**config.mk**
```make
export PLATFORM = sky130hd
export DESIGN_NAME = cfg_i2c_target
export DESIGN_NICKNAME = d
export VERILOG_FILES = /design/src/rtl/cfg_i2c_pkg.sv /design/src/rtl/cfg_i2c_line_sync.sv /design/src/rtl/cfg_i2c_shifter.sv /design/src/rtl/cfg_i2c_ptr.sv /design/src/rtl/cfg_i2c_target.sv
export SDC_FILE = /design/constraint.sdc
export NUM_CORES = 1
export LEC_CHECK = 0
export ABC_AREA = 1
export CORE_ASPECT_RATIO = 1.25
export CORE_MARGIN = 5
export CORE_UTILIZATION = 40
export CTS_CLUSTER_DIAMETER = 150
export DETAILED_ROUTE_END_ITERATION = 10
export GPL_TIMING_DRIVEN = 0
export PLACE_DENSITY = 0.61
export SLEW_MARGIN = 20
export SYNTH_ARGS = -nofsm -noshare
export SYNTH_HDL_FRONTEND = slang
export SYNTH_HIERARCHICAL = 1
export SYNTH_SLANG_ARGS = --single-unit
```
**constraint.sdc**
```tcl
create_clock -name clk -period 1.98 [get_ports clk]
set_input_delay 0.396 -clock clk [delete_from_list [all_inputs] [get_ports clk]]
set_output_delay 0.396 -clock clk [all_outputs]
set_load 0.01 [all_outputs]
```
**src/rtl/cfg_i2c_pkg.sv**
```systemverilog
// Shared types for the command-coded I2C configuration target.
// Assumes: nothing beyond IEEE 1800-2017 enums.
package cfg_i2c_pkg;

    // Bit-level position of the target inside a frame
    typedef enum logic [2:0] {
        ST_IDLE,    // not addressed, SDA released
        ST_RX,      // shifting a byte in from the master
        ST_RX_ACK,  // driving the acknowledge for a received byte
        ST_TX,      // shifting a byte out to the master
        ST_TX_ACK   // waiting for the master acknowledge
    } bus_state_t;

    // Meaning of the next byte received in a write frame
    typedef enum logic [1:0] {
        ROLE_ADDR,
        ROLE_CMD,
        ROLE_REG,
        ROLE_DATA
    } rx_role_t;

    // Operation selected by the two low bits of the command byte
    typedef enum logic [1:0] {
        OP_WRITE   = 2'b00,
        OP_POINT   = 2'b01,
        OP_SAVE    = 2'b10,
        OP_RESTORE = 2'b11
    } op_t;

endpackage

```
**src/rtl/cfg_i2c_line_sync.sv**
```systemverilog
// Brings SCL and SDA into the clock domain and flags bus events.
// Assumes: each SCL/SDA level lasts several clk cycles, so one edge gives
// one event. Lines reset to the idle (high) level.
module cfg_i2c_line_sync #(
    parameter int SYNC_STAGES = 2
) (
    input  logic clk,
    input  logic rst_n,
    input  logic scl_i,
    input  logic sda_i,
    output logic scl_s,
    output logic sda_s,
    output logic scl_rise,
    output logic scl_fall,
    output logic start_det,
    output logic stop_det
);
    localparam int DEPTH = SYNC_STAGES + 1;
    localparam int LINES = 2;

    logic [LINES-1:0]            line_in;
    logic [LINES-1:0][DEPTH-1:0] pipe;
    logic                        scl_p;
    logic                        sda_p;

    assign line_in = {sda_i, scl_i};

    // One shift chain per bus line: SYNC_STAGES flops plus a history flop
    for (genvar g = 0; g < LINES; g++) begin : g_line
        always_ff @(posedge clk) begin
            if (!rst_n) pipe[g] <= '1;
            else        pipe[g] <= {pipe[g][DEPTH-2:0], line_in[g]};
        end
    end

    assign scl_s = pipe[0][DEPTH-2];
    assign scl_p = pipe[0][DEPTH-1];
    assign sda_s = pipe[1][DEPTH-2];
    assign sda_p = pipe[1][DEPTH-1];

    // Edge and condition decode on the synchronized samples
    always_comb begin
        scl_rise  = scl_s & ~scl_p;
        scl_fall  = ~scl_s & scl_p;
        start_det = scl_s & scl_p & sda_p & ~sda_s;
        stop_det  = scl_s & scl_p & ~sda_p & sda_s;
    end
endmodule

```
**src/rtl/cfg_i2c_shifter.sv**
```systemverilog
// Byte shift register with bit counter, shared by receive and transmit.
// Assumes: shift is asserted once per SCL rise; the bit to transmit is
// always data_q[MSB], since each rise shifts the next bit up.
module cfg_i2c_shifter #(
    parameter int BYTE_W = 8,
    parameter int CNT_W  = $clog2(BYTE_W + 1)
) (
    input  logic              clk,
    input  logic              rst_n,
    input  logic              clr,
    input  logic              load,
    input  logic [BYTE_W-1:0] load_val,
    input  logic              shift,
    input  logic              bit_in,
    output logic [BYTE_W-1:0] data_q,
    output logic [CNT_W-1:0]  cnt_q
);
    // Load wins over clear, clear over shift
    always_ff @(posedge clk) begin
        if (!rst_n) begin
            data_q <= '0;
            cnt_q  <= '0;
        end else if (load) begin
            data_q <= load_val;
            cnt_q  <= '0;
        end else if (clr) begin
            cnt_q  <= '0;
        end else if (shift) begin
            data_q <= {data_q[BYTE_W-2:0], bit_in};
            cnt_q  <= cnt_q + CNT_W'(1);
        end
    end
endmodule

```
**src/rtl/cfg_i2c_ptr.sv**
```systemverilog
// Register pointer: loaded from the bus, stepped after each access.
// Assumes: the bank has 2**ADDR_W entries, so wrap is the natural carry.
module cfg_i2c_ptr #(
    parameter int ADDR_W = 4
) (
    input  logic              clk,
    input  logic              rst_n,
    input  logic              set,
    input  logic [ADDR_W-1:0] set_val,
    input  logic              inc,
    output logic [ADDR_W-1:0] ptr_q
);
    // Set has priority over increment
    always_ff @(posedge clk) begin
        if (!rst_n)   ptr_q <= '0;
        else if (set) ptr_q <= set_val;
        else if (inc) ptr_q <= ptr_q + ADDR_W'(1);
    end
endmodule

```
**src/rtl/cfg_i2c_target.sv**
```systemverilog
// I2C target with command-coded access to an external register bank.
// Receives on SCL rise, changes SDA after SCL fall. START/STOP anywhere
// abandon the frame; save/restore requests are issued at STOP.
// Assumes: bank read data is combinational for reg_addr; bank size is a
// power of two; no clock stretching.
module cfg_i2c_target
    import cfg_i2c_pkg::*;
#(
    parameter logic [6:0] DEV_ADDR    = 7'h5C,
    parameter int         ADDR_W      = 4,
    parameter int         SYNC_STAGES = 2
) (
    input  logic              clk,
    input  logic              rst_n,
    input  logic              scl_i,
    input  logic              sda_i,
    output logic              sda_oe,
    input  logic              busy_i,
    output logic [ADDR_W-1:0] reg_addr,
    output logic [7:0]        reg_wdata,
    output logic              reg_we,
    input  logic [7:0]        reg_rdata,
    output logic              save_req,
    output logic              restore_req
);
    localparam int BYTE_W = 8;
    localparam int CNT_W  = $clog2(BYTE_W + 1);

    logic scl_s, sda_s, scl_rise, scl_fall, start_det, stop_det;

    bus_state_t        state;
    rx_role_t          role;
    op_t               op;
    logic              ack_pend;
    logic              next_tx;
    logic              mack;
    logic              save_pend;
    logic              restore_pend;

    logic [BYTE_W-1:0] sh_q;
    logic [CNT_W-1:0]  cnt_q;
    logic              sh_shift, sh_clr, sh_load;
    logic [BYTE_W-1:0] rx_byte;
    logic              byte_done;
    logic              ptr_set, ptr_inc;
    logic [ADDR_W-1:0] ptr_q;

    cfg_i2c_line_sync #(.SYNC_STAGES(SYNC_STAGES)) u_sync (
        .clk       (clk),
        .rst_n     (rst_n),
        .scl_i     (scl_i),
        .sda_i     (sda_i),
        .scl_s     (scl_s),
        .sda_s     (sda_s),
        .scl_rise  (scl_rise),
        .scl_fall  (scl_fall),
        .start_det (start_det),
        .stop_det  (stop_det)
    );

    cfg_i2c_shifter #(.BYTE_W(BYTE_W), .CNT_W(CNT_W)) u_shift (
        .clk      (clk),
        .rst_n    (rst_n),
        .clr      (sh_clr),
        .load     (sh_load),
        .load_val (reg_rdata),
        .shift    (sh_shift),
        .bit_in   (sda_s),
        .data_q   (sh_q),
        .cnt_q    (cnt_q)
    );

    cfg_i2c_ptr #(.ADDR_W(ADDR_W)) u_ptr (
        .clk     (clk),
        .rst_n   (rst_n),
        .set     (ptr_set),
        .set_val (rx_byte[ADDR_W-1:0]),
        .inc     (ptr_inc),
        .ptr_q   (ptr_q)
    );

    assign reg_addr = ptr_q;

    // Shifter, pointer and byte-complete controls for this cycle
    always_comb begin
        rx_byte   = {sh_q[BYTE_W-2:0], sda_s};
        byte_done = (state == ST_RX) && scl_rise && !start_det && !stop_det
                    && (cnt_q == CNT_W'(BYTE_W - 1));
        sh_shift  = scl_rise && ((state == ST_RX) || (state == ST_TX));
        sh_clr    = start_det || ((state == ST_RX_ACK) && scl_fall && !next_tx);
        sh_load   = !start_det && !stop_det && scl_fall &&
                    (((state == ST_RX_ACK) && next_tx) ||
                     ((state == ST_TX_ACK) && !mack));
        ptr_set   = byte_done && (role == ROLE_REG);
        ptr_inc   = reg_we || sh_load;
    end

    // Frame sequencer: bus conditions first, then bit-phase handling
    always_ff @(posedge clk) begin
        if (!rst_n) begin
            state        <= ST_IDLE;
            role         <= ROLE_ADDR;
            op           <= OP_WRITE;
            ack_pend     <= 1'b0;
            next_tx      <= 1'b0;
            mack         <= 1'b1;
            sda_oe       <= 1'b0;
            reg_we       <= 1'b0;
            reg_wdata    <= '0;
            save_pend    <= 1'b0;
            restore_pend <= 1'b0;
            save_req     <= 1'b0;
            restore_req  <= 1'b0;
        end else begin
            reg_we      <= 1'b0;
            save_req    <= 1'b0;
            restore_req <= 1'b0;
            if (start_det) begin
                state        <= ST_RX;
                role         <= ROLE_ADDR;
                sda_oe       <= 1'b0;
                save_pend    <= 1'b0;
                restore_pend <= 1'b0;
            end else if (stop_det) begin
                state        <= ST_IDLE;
                role         <= ROLE_ADDR;
                sda_oe       <= 1'b0;
                save_req     <= save_pend;
                restore_req  <= restore_pend;
                save_pend    <= 1'b0;
                restore_pend <= 1'b0;
            end else begin
                case (state)
                    ST_RX: begin
                        if (byte_done) begin
                            next_tx <= 1'b0;
                            case (role)
                                ROLE_ADDR: begin
                                    if ((rx_byte[7:1] == DEV_ADDR) && !busy_i) begin
                                        ack_pend <= 1'b1;
                                        next_tx  <= rx_byte[0];
                                        role     <= ROLE_CMD;
                                    end else begin
                                        ack_pend <= 1'b0;
                                    end
                                end
                                ROLE_CMD: begin
                                    ack_pend     <= 1'b1;
                                    op           <= op_t'(rx_byte[1:0]);
                                    role         <= rx_byte[1] ? ROLE_DATA : ROLE_REG;
                                    save_pend    <= (rx_byte[1:0] == OP_SAVE);
                                    restore_pend <= (rx_byte[1:0] == OP_RESTORE);
                                end
                                ROLE_REG: begin
                                    ack_pend <= 1'b1;
                                    role     <= ROLE_DATA;
                                end
                                default: begin
                                    if (op == OP_WRITE) begin
                                        ack_pend  <= 1'b1;
                                        reg_we    <= 1'b1;
                                        reg_wdata <= rx_byte;
                                    end else begin
                                        ack_pend  <= 1'b0;
                                    end
                                end
                            endcase
                        end else if (scl_fall && (cnt_q == CNT_W'(BYTE_W))) begin
                            sda_oe <= ack_pend;
                            state  <= ack_pend ? ST_RX_ACK : ST_IDLE;
                        end
                    end
                    ST_RX_ACK: begin
                        if (scl_fall) begin
                            sda_oe <= next_tx ? ~reg_rdata[7] : 1'b0;
                            state  <= next_tx ? ST_TX : ST_RX;
                        end
                    end
                    ST_TX: begin
                        if (scl_fall) begin
                            if (cnt_q == CNT_W'(BYTE_W)) begin
                                sda_oe <= 1'b0;
                                state  <= ST_TX_ACK;
                            end else begin
                                sda_oe <= ~sh_q[BYTE_W-1];
                            end
                        end
                    end
                    ST_TX_ACK: begin
                        if (scl_rise) mack <= sda_s;
                        if (scl_fall) begin
                            sda_oe <= mack ? 1'b0 : ~reg_rdata[7];
                            state  <= mack ? ST_IDLE : ST_TX;
                        end
                    end
                    default: ;
                endcase
            end
        end
    end
endmodule

```
; ---- Word-level counts from Yosys, hierarchy flattened
; Index checks and enable logic that the tools add are counted.
[op_classes]
reduce_logical = 47
addsub = 2
mux = 34
n_eq_ne = 25
bitwise = 19
[ops]
columns = operator, count
row1 = $mux 8, 3
row2 = $mux 3, 6
row3 = $ne 4x4->1 const B, 4
row4 = $logic_and 1x1->1, 15
row5 = $mux 1, 15
row6 = $reduce_and 7->1, 2
row7 = $not 1->1, 12
row8 = $pmux 3 s4, 1
row9 = $reduce_and 4->1, 3
row10 = $reduce_and 6->1, 2
row11 = $reduce_or 3->1, 4
row12 = $ne 2x2->1 const B, 5
row13 = $add 4x1->4 const B, 2
row14 = $mux 2, 4
row15 = $mux 4, 2
row16 = $ne 4x3->1 const B, 2
row17 = $reduce_or 8->1, 1
row18 = $and 1x1->1, 7
row19 = $eq 7x7->1 const B, 1
row20 = $eq 2x2->1 const B, 3
row21 = $eq 3x2->1 const B, 2
row22 = $ne 2x1->1 const B, 3
row23 = $pmux 2 s3, 1
row24 = $reduce_bool 6->1, 1
row25 = 17 further kinds, 26
[word_totals]
out_inout_bits = 16
elab_cells = 146
reg_bits = 46

; ---- Logic depth before layout (Yosys ltp)
; Gate-level depths: netlist of the first run.
[depth]
depth_word = 11
ltp_mapped = 13

; ---- Cells and area by module
; Netlist of the first run, hierarchy kept.
[by_module_without_submodules]
columns = mod, instances, area_per_inst_um2, cells_per_inst, seq_area_each_um2
row1 = cfg_i2c_target, 1, 1290.0, 185, 480.5
row2 = cfg_i2c_shifter, 1, 633.1, 84, 240.2
row3 = cfg_i2c_ptr, 1, 234.0, 35, 80.1
row4 = cfg_i2c_line_sync, 1, 198.9, 27, 120.1

; ---- Least setup slack after synthesis of the first run
; OpenSTA, ideal clock, no wires.
[synth_path]
path_kind = register to register
from = register u_sync.pipe (netlist bit u_sync/sda_s)
to = register u_ptr.ptr_q[3]
arrival_ns = 1.568
setup_ns = 0.109
period_less_slack_ns = 1.677
stages_incl_launch_ff = 14
path_slack_ns = 0.303
t_required_ns = 1.871
cell_sequence = dfxtp_1 > inv_1 > nand2_1 > nor2_1 > nor2_4 > nand2_4 > nor2_4 > nand2_4 > nor2_1 > inv_1 > nor2_1 > nor2_1 > nand2_1 > inv_1
[synth_between]
elab_chain_len = 8
[synth_rtl]
columns = element, line
row1 = start: declaration, cfg_i2c_line_sync.sv:22  ; logic [LINES-1:0][DEPTH-1:0] pipe;
row2 = start signal: indexed assignment, cfg_i2c_line_sync.sv:32  ; else pipe[g] <= {pipe[g][DEPTH-2:0], line_in[g]};
row3 = $not 1->1 (*), cfg_i2c_line_sync.sv:45  ; start_det = scl_s & scl_p & sda_p & ~sda_s;
row4 = $and 1x1->1 (*), cfg_i2c_line_sync.sv:45
row5 = via start_det, cfg_i2c_target.sv:29  ; logic scl_s, sda_s, scl_rise, scl_fall, start_det, stop_det;
row6 = $logic_not 1->1 (*), cfg_i2c_target.sv:87  ; byte_done = (state == ST_RX) && scl_rise && !start_det && !stop_det
row7 = $logic_and 1x1->1 (*) (2 in a row), cfg_i2c_target.sv:87
row8 = $logic_and 1x1->1 (*), cfg_i2c_target.sv:88  ; && (cnt_q == CNT_W'(BYTE_W - 1));
row9 = $logic_and 1x1->1 (*), cfg_i2c_target.sv:94  ; ptr_set = byte_done && (role == ROLE_REG);
row10 = via ptr_set, cfg_i2c_target.sv:45  ; logic ptr_set, ptr_inc;
row11 = $mux 4 / $reduce_bool 2->1 (equally long branches), n/a
row12 = end signal: assignment, cfg_i2c_ptr.sv:16  ; else if (set) ptr_q <= set_val;
row13 = end signal: assignment, cfg_i2c_ptr.sv:17  ; else if (inc) ptr_q <= ptr_q + ADDR_W'(1);
row14 = end: declaration, cfg_i2c_ptr.sv:11  ; output logic [ADDR_W-1:0] ptr_q
; The timed path passes the listed nets; every way through them passes the cells marked *.
; A chain may end at the register's enable or synchronous reset.

; ---- Worst setup path in the final report of the first run
[layout_path]
from = register u_sync.pipe (netlist bit u_sync/sda_s)
to = register u_ptr.ptr_q[1]
[layout_lines]
columns = element, line
row1 = $and 1x1->1, cfg_i2c_line_sync.sv:46  ; stop_det = scl_s & scl_p & ~sda_p & sda_s;
row2 = via stop_det, cfg_i2c_target.sv:29
row3 = $logic_not 1->1, cfg_i2c_target.sv:91  ; sh_load = !start_det && !stop_det && scl_fall &&
row4 = $logic_and 1x1->1 (3 in a row), cfg_i2c_target.sv:91
row5 = via sh_load, cfg_i2c_target.sv:42  ; logic sh_shift, sh_clr, sh_load;
row6 = $logic_or 1x1->1, cfg_i2c_target.sv:95  ; ptr_inc = reg_we || sh_load;
row7 = via ptr_inc, cfg_i2c_target.sv:45
row8 = $reduce_bool 2->1 (no line), n/a
; The timed path passes the listed nets, and every way through them passes these cells.

==> results of run 1 <==
## routing by layer
layer,part of all wire,track usage
met1,0.47,0.184
met4,0.017,0.0569
met3,0.029,0.0337
met2,0.49,0.280
met5,0,0
## cells by family after synthesis
family	after synthesis
AOI/OAI and AO/OA	47
buffers and inverters	54
DFF	46
adders and majority gates	6
muxes	1
and+or+nand+nor	175
xor gates and xnor gates	2
## cells in the final DEF (no fill, tap or decap), types with 2 or more instances in the layout
master | netlist | routed
nor2_2 | 2 | 3
nor3_1 | 10 | 10
nand3_1 | 18 | 18
o21ai_0 | 8 | 8
clkbuf_8 | 0 | 6
dfxtp_1 | 46 | 45
o21ai_1 | 10 | 9
inv_1 | 48 | 48
nand2_1 | 89 | 89
nand2_2 | 4 | 4
nor2_1 | 32 | 30
nor2_4 | 3 | 4
a21oi_2 | 3 | 3
nand2_4 | 3 | 3
clkdlybuf4s50_1 | 0 | 27
buf_6 | 2 | 2
nor3b_2 | 2 | 2
nand4_1 | 4 | 4
ha_1 | 6 | 6
a21oi_1 | 23 | 23
nor3b_1 | 2 | 2
## metrics by stage
| stage | hold slack (ns) | power [W] |
|---|---|---|
| 2_1_floorplan | 0.380 | 0.00125 |
| 3_3_place_gp | 0.388 | 0.00134 |
| 3_5_place_dp | 0.389 | 0.00134 |
| 4_1_cts | 0.409 | 0.00191 |
| 5_1_grt | 0.444 | 0.00200 |
| 6_report | 0.408 | 0.00189 |
## area by class of cell
type / count / share of cell area
Clock buffer: 6 / 0.0293
Tap cell: 66 / 0.0293
Multi-Input combinational cell: 231 / 0.428
Inverter: 49 / 0.0679
Buffer: 5 / 0.0195
Timing Repair Buffer: 28 / 0.0990
Sequential cell: 46 / 0.327
## timing repair
action / 4_1_cts / 5_1_grt
endpoints found under the setup margin: 17 / 6
hold buffers: 0 / 0
gates cloned: 0 / 0
endpoints found under the hold margin: 0 / 0
gates resized for setup: 3 / 5
## worst max-delay path, delay by kind of cell, from the launching register on
kind | cells | cell delay [ns]
buffers and inverters | 1 | 0.07
AND/OR/NAND/NOR | 9 | 1.26
flip-flops | 1 | 0.44
## state kept, by name (all words and copies together), names as in the netlist, 2 cells and up
register and count:
reg_wdata 8, u_shift/data_q 8, u_ptr/ptr_q 4, u_shift/cnt_q 4
u_sync/pipe 4, state 3, op 2, role 2
## where the power goes
group	switching (W)	total (W)	leakage [nW]	internal, W
Sequential	0.0000249	0.000982	0.372	0.000958
Combinational	0.000211	0.000337	0.836	0.000126
Clock	0.000297	0.000567	0.0431	0.000270
## final timing paths
path                     to  cells after the start  slack, ns
max          u_ptr/ptr_q[1]                     10       0.15
min            u_sync/scl_s                      2       0.41
min reg2reg    u_sync/scl_s                      2       0.41
max reg2reg  u_ptr/ptr_q[1]                     10       0.15
==> results.py, run 1 <==
metrics = {
    "detailed_routing": {
        "drt_iter0_markers": 85,
        "drt_first_pass_iters": 4,
        "wire_per_inst_um": 12.7,
        "vias": 2106,
        "ant_nets": 0,
        "wl_um": 5480,
        "drcViolationCount": 0,
        "viasPerCell": 4.89,
    },
    "worst_setup_path": {
        "cpMostUsedCell": "nand2_1",
        "crit_type": "register to register",
        "crit_start": "u_sync/sda_s",
        "required_ns": 2.22,
        "path_max_fanout": 7,
        "worstPathCellList": "nand2_1 > nor2_2 > nor2_4 > and3_2 > or2_4 > nor2_1 > nand2_1 > nand3_1 > nand2_1 > inv_1",
        "arrival_ns": 2.07,
        "r2r-start": "u_sync/sda_s",
        "cpPeakStageDelay_ns": 0.44,
        "worstSetupEndpointType": "register",
        "startpoint_type": "register",
        "slowest_stage": "dfxtp_2",
    },
    "placement": {
        "hpwl_um": 4140,
        "post-place-ws_ns": -0.345,
        "portBuffers": 28,
        "dpl-instance-area_um2": 2720,
        "finalWeightedCongestion": 0.843,
        "dpl.cell_count": 425,
    },
    "yosys": {
        "syn_nets": 350,
        "postSynth.asyncResetShare": 0,
        "synthSimpleGateAreaFrac": 0.354,
        "synthCells": 331,
        "yosysTopAreaCell": "dfxtp_1",
        "synth_top_family_by_area": "simple AND/OR/NAND/NOR gates",
        "seq_area_frac_synth": 0.391,
        "yosys.area_share.xor_xnor": 0.00743,
        "synthTopCellsByArea": "dfxtp_1, nand2_1, inv_1, nor2_1, a21oi_1",
        "syn_area_um2": 2360,
        "ys_seq_elements": 46,
        "syn-mean-instance-area_um2": 7.12,
        "yosys_warnings": 6,
        "yosysMostFrequentCell": "nand2_1",
        "synthMuxAreaShare": 0.00425,
        "synth_enable_flop_cells": 0,
        "synth_compound_area_frac": 0.107,
        "synth_top_flop_cell": "dfxtp_1",
        "synth_top_area_share": 0.391,
        "synthAdderAreaFrac": 0.0319,
        "ys_types": 35,
        "synthTopCellsByCount": "nand2_1, inv_1, dfxtp_1, nor2_1, a21oi_1",
    },
    "die": {
        "die_h_um": 95.8,
        "io_pins": 29,
        "dieArea_um2": 7530,
        "initial_core_util": 0.408,
        "rows": 31,
        "core_um2": 5780,
        "die_width_um": 78.6,
    },
    "sta": {
        "slew_headroom": 0.572,
        "setup_viol_count_final": 0,
        "hold_viol_final": 0,
        "tightest_slew_ns": 0.642,
        "fin_ws_ns": 0.149,
        "post-route-period-util": 0.925,
        "tns_ns": 0,
        "fin_crit_ns": 1.83,
        "rsz0062_at_grt": "false",
        "drv_slew": 0,
        "fmax_ghz": 0.546,
        "skew_ns": 0.00325,
    },
    "final_layout": {
        "area.sequential_um2": 922,
        "fin_nets": 385,
        "fillCellCount": 617,
        "final_cell_area_um2": 2820,
        "multi_input_area_um2": 1210,
        "antenna_cells": 0,
        "layout-drive-gt1-share": 0.107,
        "final_core_utilization": 0.488,
        "fin_cells": 431,
        "area_delta_synth_final_pct": 19.6,
    },
    "grt": {
        "grt_pass1_wl_um": 9310,
        "antenna_found_initial": 0,
        "grt_max_degree": 16,
        "grt_util_all_layers": 0.157,
        "overflow": 0,
        "grt_pass1_vias": 2069,
    },
    "clock_tree": {
        "cts_sinks": 46,
        "clock_tree.buffer_depth": 2,
        "cts_tree": "yes",
        "cts_buffers": 5,
        "clkTransAtPathRegs_ns": 0.08,
        "h-tree-depth": 2,
        "post_cts.repair.setup_buffers": 0,
        "root_buffer": "clkbuf_8",
        "insertion_delay_ns": 0.29,
    },
    "power_and_ir_drop": {
        "p_leak_nw": 1.25,
        "powerDensity_nw_per_um2": 669,
        "vdd_ir_drop_max_v": 0.000416,
    },
    "worst_hold_path": {
        "hold_start": "u_sync/pipe[0]",
        "worst_hold_path_type": "register to register",
    },
    "flow_run": {
        "cap_violations": 0,
    },
    "status": {
        "status": "finished clean",
    },
}
Note: power is estimated with default switching activity, not from simulation.
==> inputs of run 2 (changes only) <==
Settings changed: CORE_UTILIZATION 40 to 50, PLACE_DENSITY 0.61 to 0.73.
==> results.py, run 2 (synthesized netlist as in run 1, its figures left out) <==
metrics = {
    "final_layout": {
        "antenna_cells": 0,
        "area_delta_synth_final_pct": 19.6,
        "reg_top3": "reg_wdata: 8 flops, u_shift/data_q: 8 flops",
        "fillCellCount": 445,
        "final_cell_area_um2": 2820,
        "area.sequential_um2": 922,
        "fin_nets": 385,
        "multi_input_area_um2": 1210,
        "layout-drive-gt1-share": 0.107,
        "layout_common_cells": "nand2_1, inv_1, dfxtp_1",
        "final_common_cell": "nand2_1",
    },
    "worst_setup_path": {
        "cpLargestDelayFamily": "simple AND/OR/NAND/NOR gates",
        "startpoint_type": "register",
        "path_buf_inv": 2,
        "cp.depth": 11,
        "required_ns": 2.16,
        "worstPathCellList": "inv_1 > nand2_1 > nor2_1 > nor2_4 > nand2_4 > nor2_4 > nand2_4 > nor2_4 > inv_1 > o21ai_0 > a21oi_1",
        "worstSetupEndpointType": "register",
        "r2r_cells": 11,
        "cpMostUsedCell": "nor2_4",
        "slowest_stage": "dfxtp_2",
        "arrival_ns": 1.93,
        "cpPeakStageDelay_ns": 0.41,
        "path_max_fanout": 8,
        "crit_type": "register to register",
    },
    "clock_tree": {
        "h-tree-depth": 2,
        "cts_tree": "yes",
        "insertion_delay_ns": 0.29,
        "cts-resized-gates": 2,
        "post_cts.repair.setup_buffers": 0,
        "ctsHoldBuffers": 0,
        "clkTransAtPathRegs_ns": 0.08,
        "cts_sinks": 46,
        "cts_buffers": 5,
        "clock_tree.buffer_depth": 2,
        "root_buffer": "clkbuf_8",
    },
    "grt": {
        "grt_pass1_vias": 1949,
        "grt_max_degree": 16,
        "overflow": 0,
        "grt_util_all_layers": 0.174,
        "grt_pass1_wl_um": 8590,
        "antenna_found_initial": 0,
    },
    "placement": {
        "hpwl_um": 3780,
        "portBuffers": 28,
        "dpl-instance-area_um2": 2710,
        "finalWeightedCongestion": 0.894,
        "post-place-ws_ns": -0.210,
    },
    "detailed_routing": {
        "wl_um": 4970,
        "wire_per_inst_um": 11.7,
        "viasPerCell": 4.98,
        "ant_nets": 0,
        "vias": 2116,
        "drt_iter0_markers": 74,
        "drcViolationCount": 0,
        "drt_first_pass_iters": 4,
    },
    "power_and_ir_drop": {
        "finalPower_w": 0.00188,
        "powerDensity_nw_per_um2": 667,
        "vdd_ir_drop_max_v": 0.000475,
        "p_leak_nw": 1.26,
    },
    "sta": {
        "rsz0062_at_grt": "false",
        "setup_viol_count_final": 0,
        "drv_slew": 0,
        "fmax_ghz": 0.571,
        "hold_viol_final": 0,
        "slew_headroom": 0.613,
        "fin_ws_ns": 0.228,
        "fin_crit_ns": 1.75,
        "post-route-period-util": 0.885,
        "skew_ns": 0.00364,
        "tightest_slew_ns": 0.580,
    },
    "die": {
        "rows": 28,
        "core_um2": 4660,
        "die_h_um": 86.7,
        "die_width_um": 71.4,
        "dieArea_um2": 6190,
        "initial_core_util": 0.506,
        "io_pins": 29,
    },
    "worst_hold_path": {
        "worst_hold_path_type": "register to register",
        "min_path_cells": 2,
    },
    "flow_run": {
        "cap_violations": 0,
    },
    "status": {
        "status": "finished clean",
    },
}
## run 2: cell types whose count changed in the layout (fill, tap and decap cells not counted)
cell	change
and3_2	-1
and3_4	+1
dlygate4sd2_1	-1
dlymetal6s2s_1	+1
## run 2: worst paths after layout
path	end	startpoint	slack [ns]
max	u_ptr/ptr_q[0]	u_sync/sda_s	0.23
min	u_sync/scl_s	u_sync/pipe[0]	0.41
max reg2reg	u_ptr/ptr_q[0]	u_sync/sda_s	0.23
min reg2reg	u_sync/scl_s	u_sync/pipe[0]	0.41
## run 2: power by group
part	switching, W	internal (W)
Clock	0.000290	0.000270
Sequential	0.0000245	0.000958
Combinational	0.000211	0.000127
## run 2: through the flow
stage                     std cells  hold WS (ns)  utilization  TNS [ns]
after floorplan                 331         0.380            -         0
after global placement          419         0.387        0.582     -1.41
after detailed placement        419         0.396        0.582     -1.22
after CTS                       425         0.417        0.601         0
after global routing            425         0.452        0.605         0
final                           425         0.413        0.605         0
## run 2: cell type report
type                       count  share of cell area
multi-input combinational    231               0.429
sequential                    46               0.327
timing repair buffer          28               0.100
inverter                      49              0.0679
clock buffer                   6              0.0293
tap                           60              0.0266
buffer                         5              0.0195
## run 2: worst min-delay path, delay by kind of cell (launching register included)
| family | cells | cell delay (ns) |
|---|---|---|
| buf+inv | 1 | 0.04 |
| simple gates | 1 | 0.04 |
| flops | 1 | 0.31 |
## run 2: per-layer routing
layer | vias up | track usage | wire length, µm
met3 | 9 | 0.0371 | 211
li1 | 1119 | - | -
met5 | - | 0 | 0
met4 | 0 | 0.0872 | 125
met2 | 55 | 0.284 | 2400
met1 | 933 | 0.216 | 2230
==> inputs of run 3 (changes only) <==
Settings changed: CAP_MARGIN set to 20.
==> results of run 3 <==
The final DEF is identical to that of run 2; final timing and power are the same.
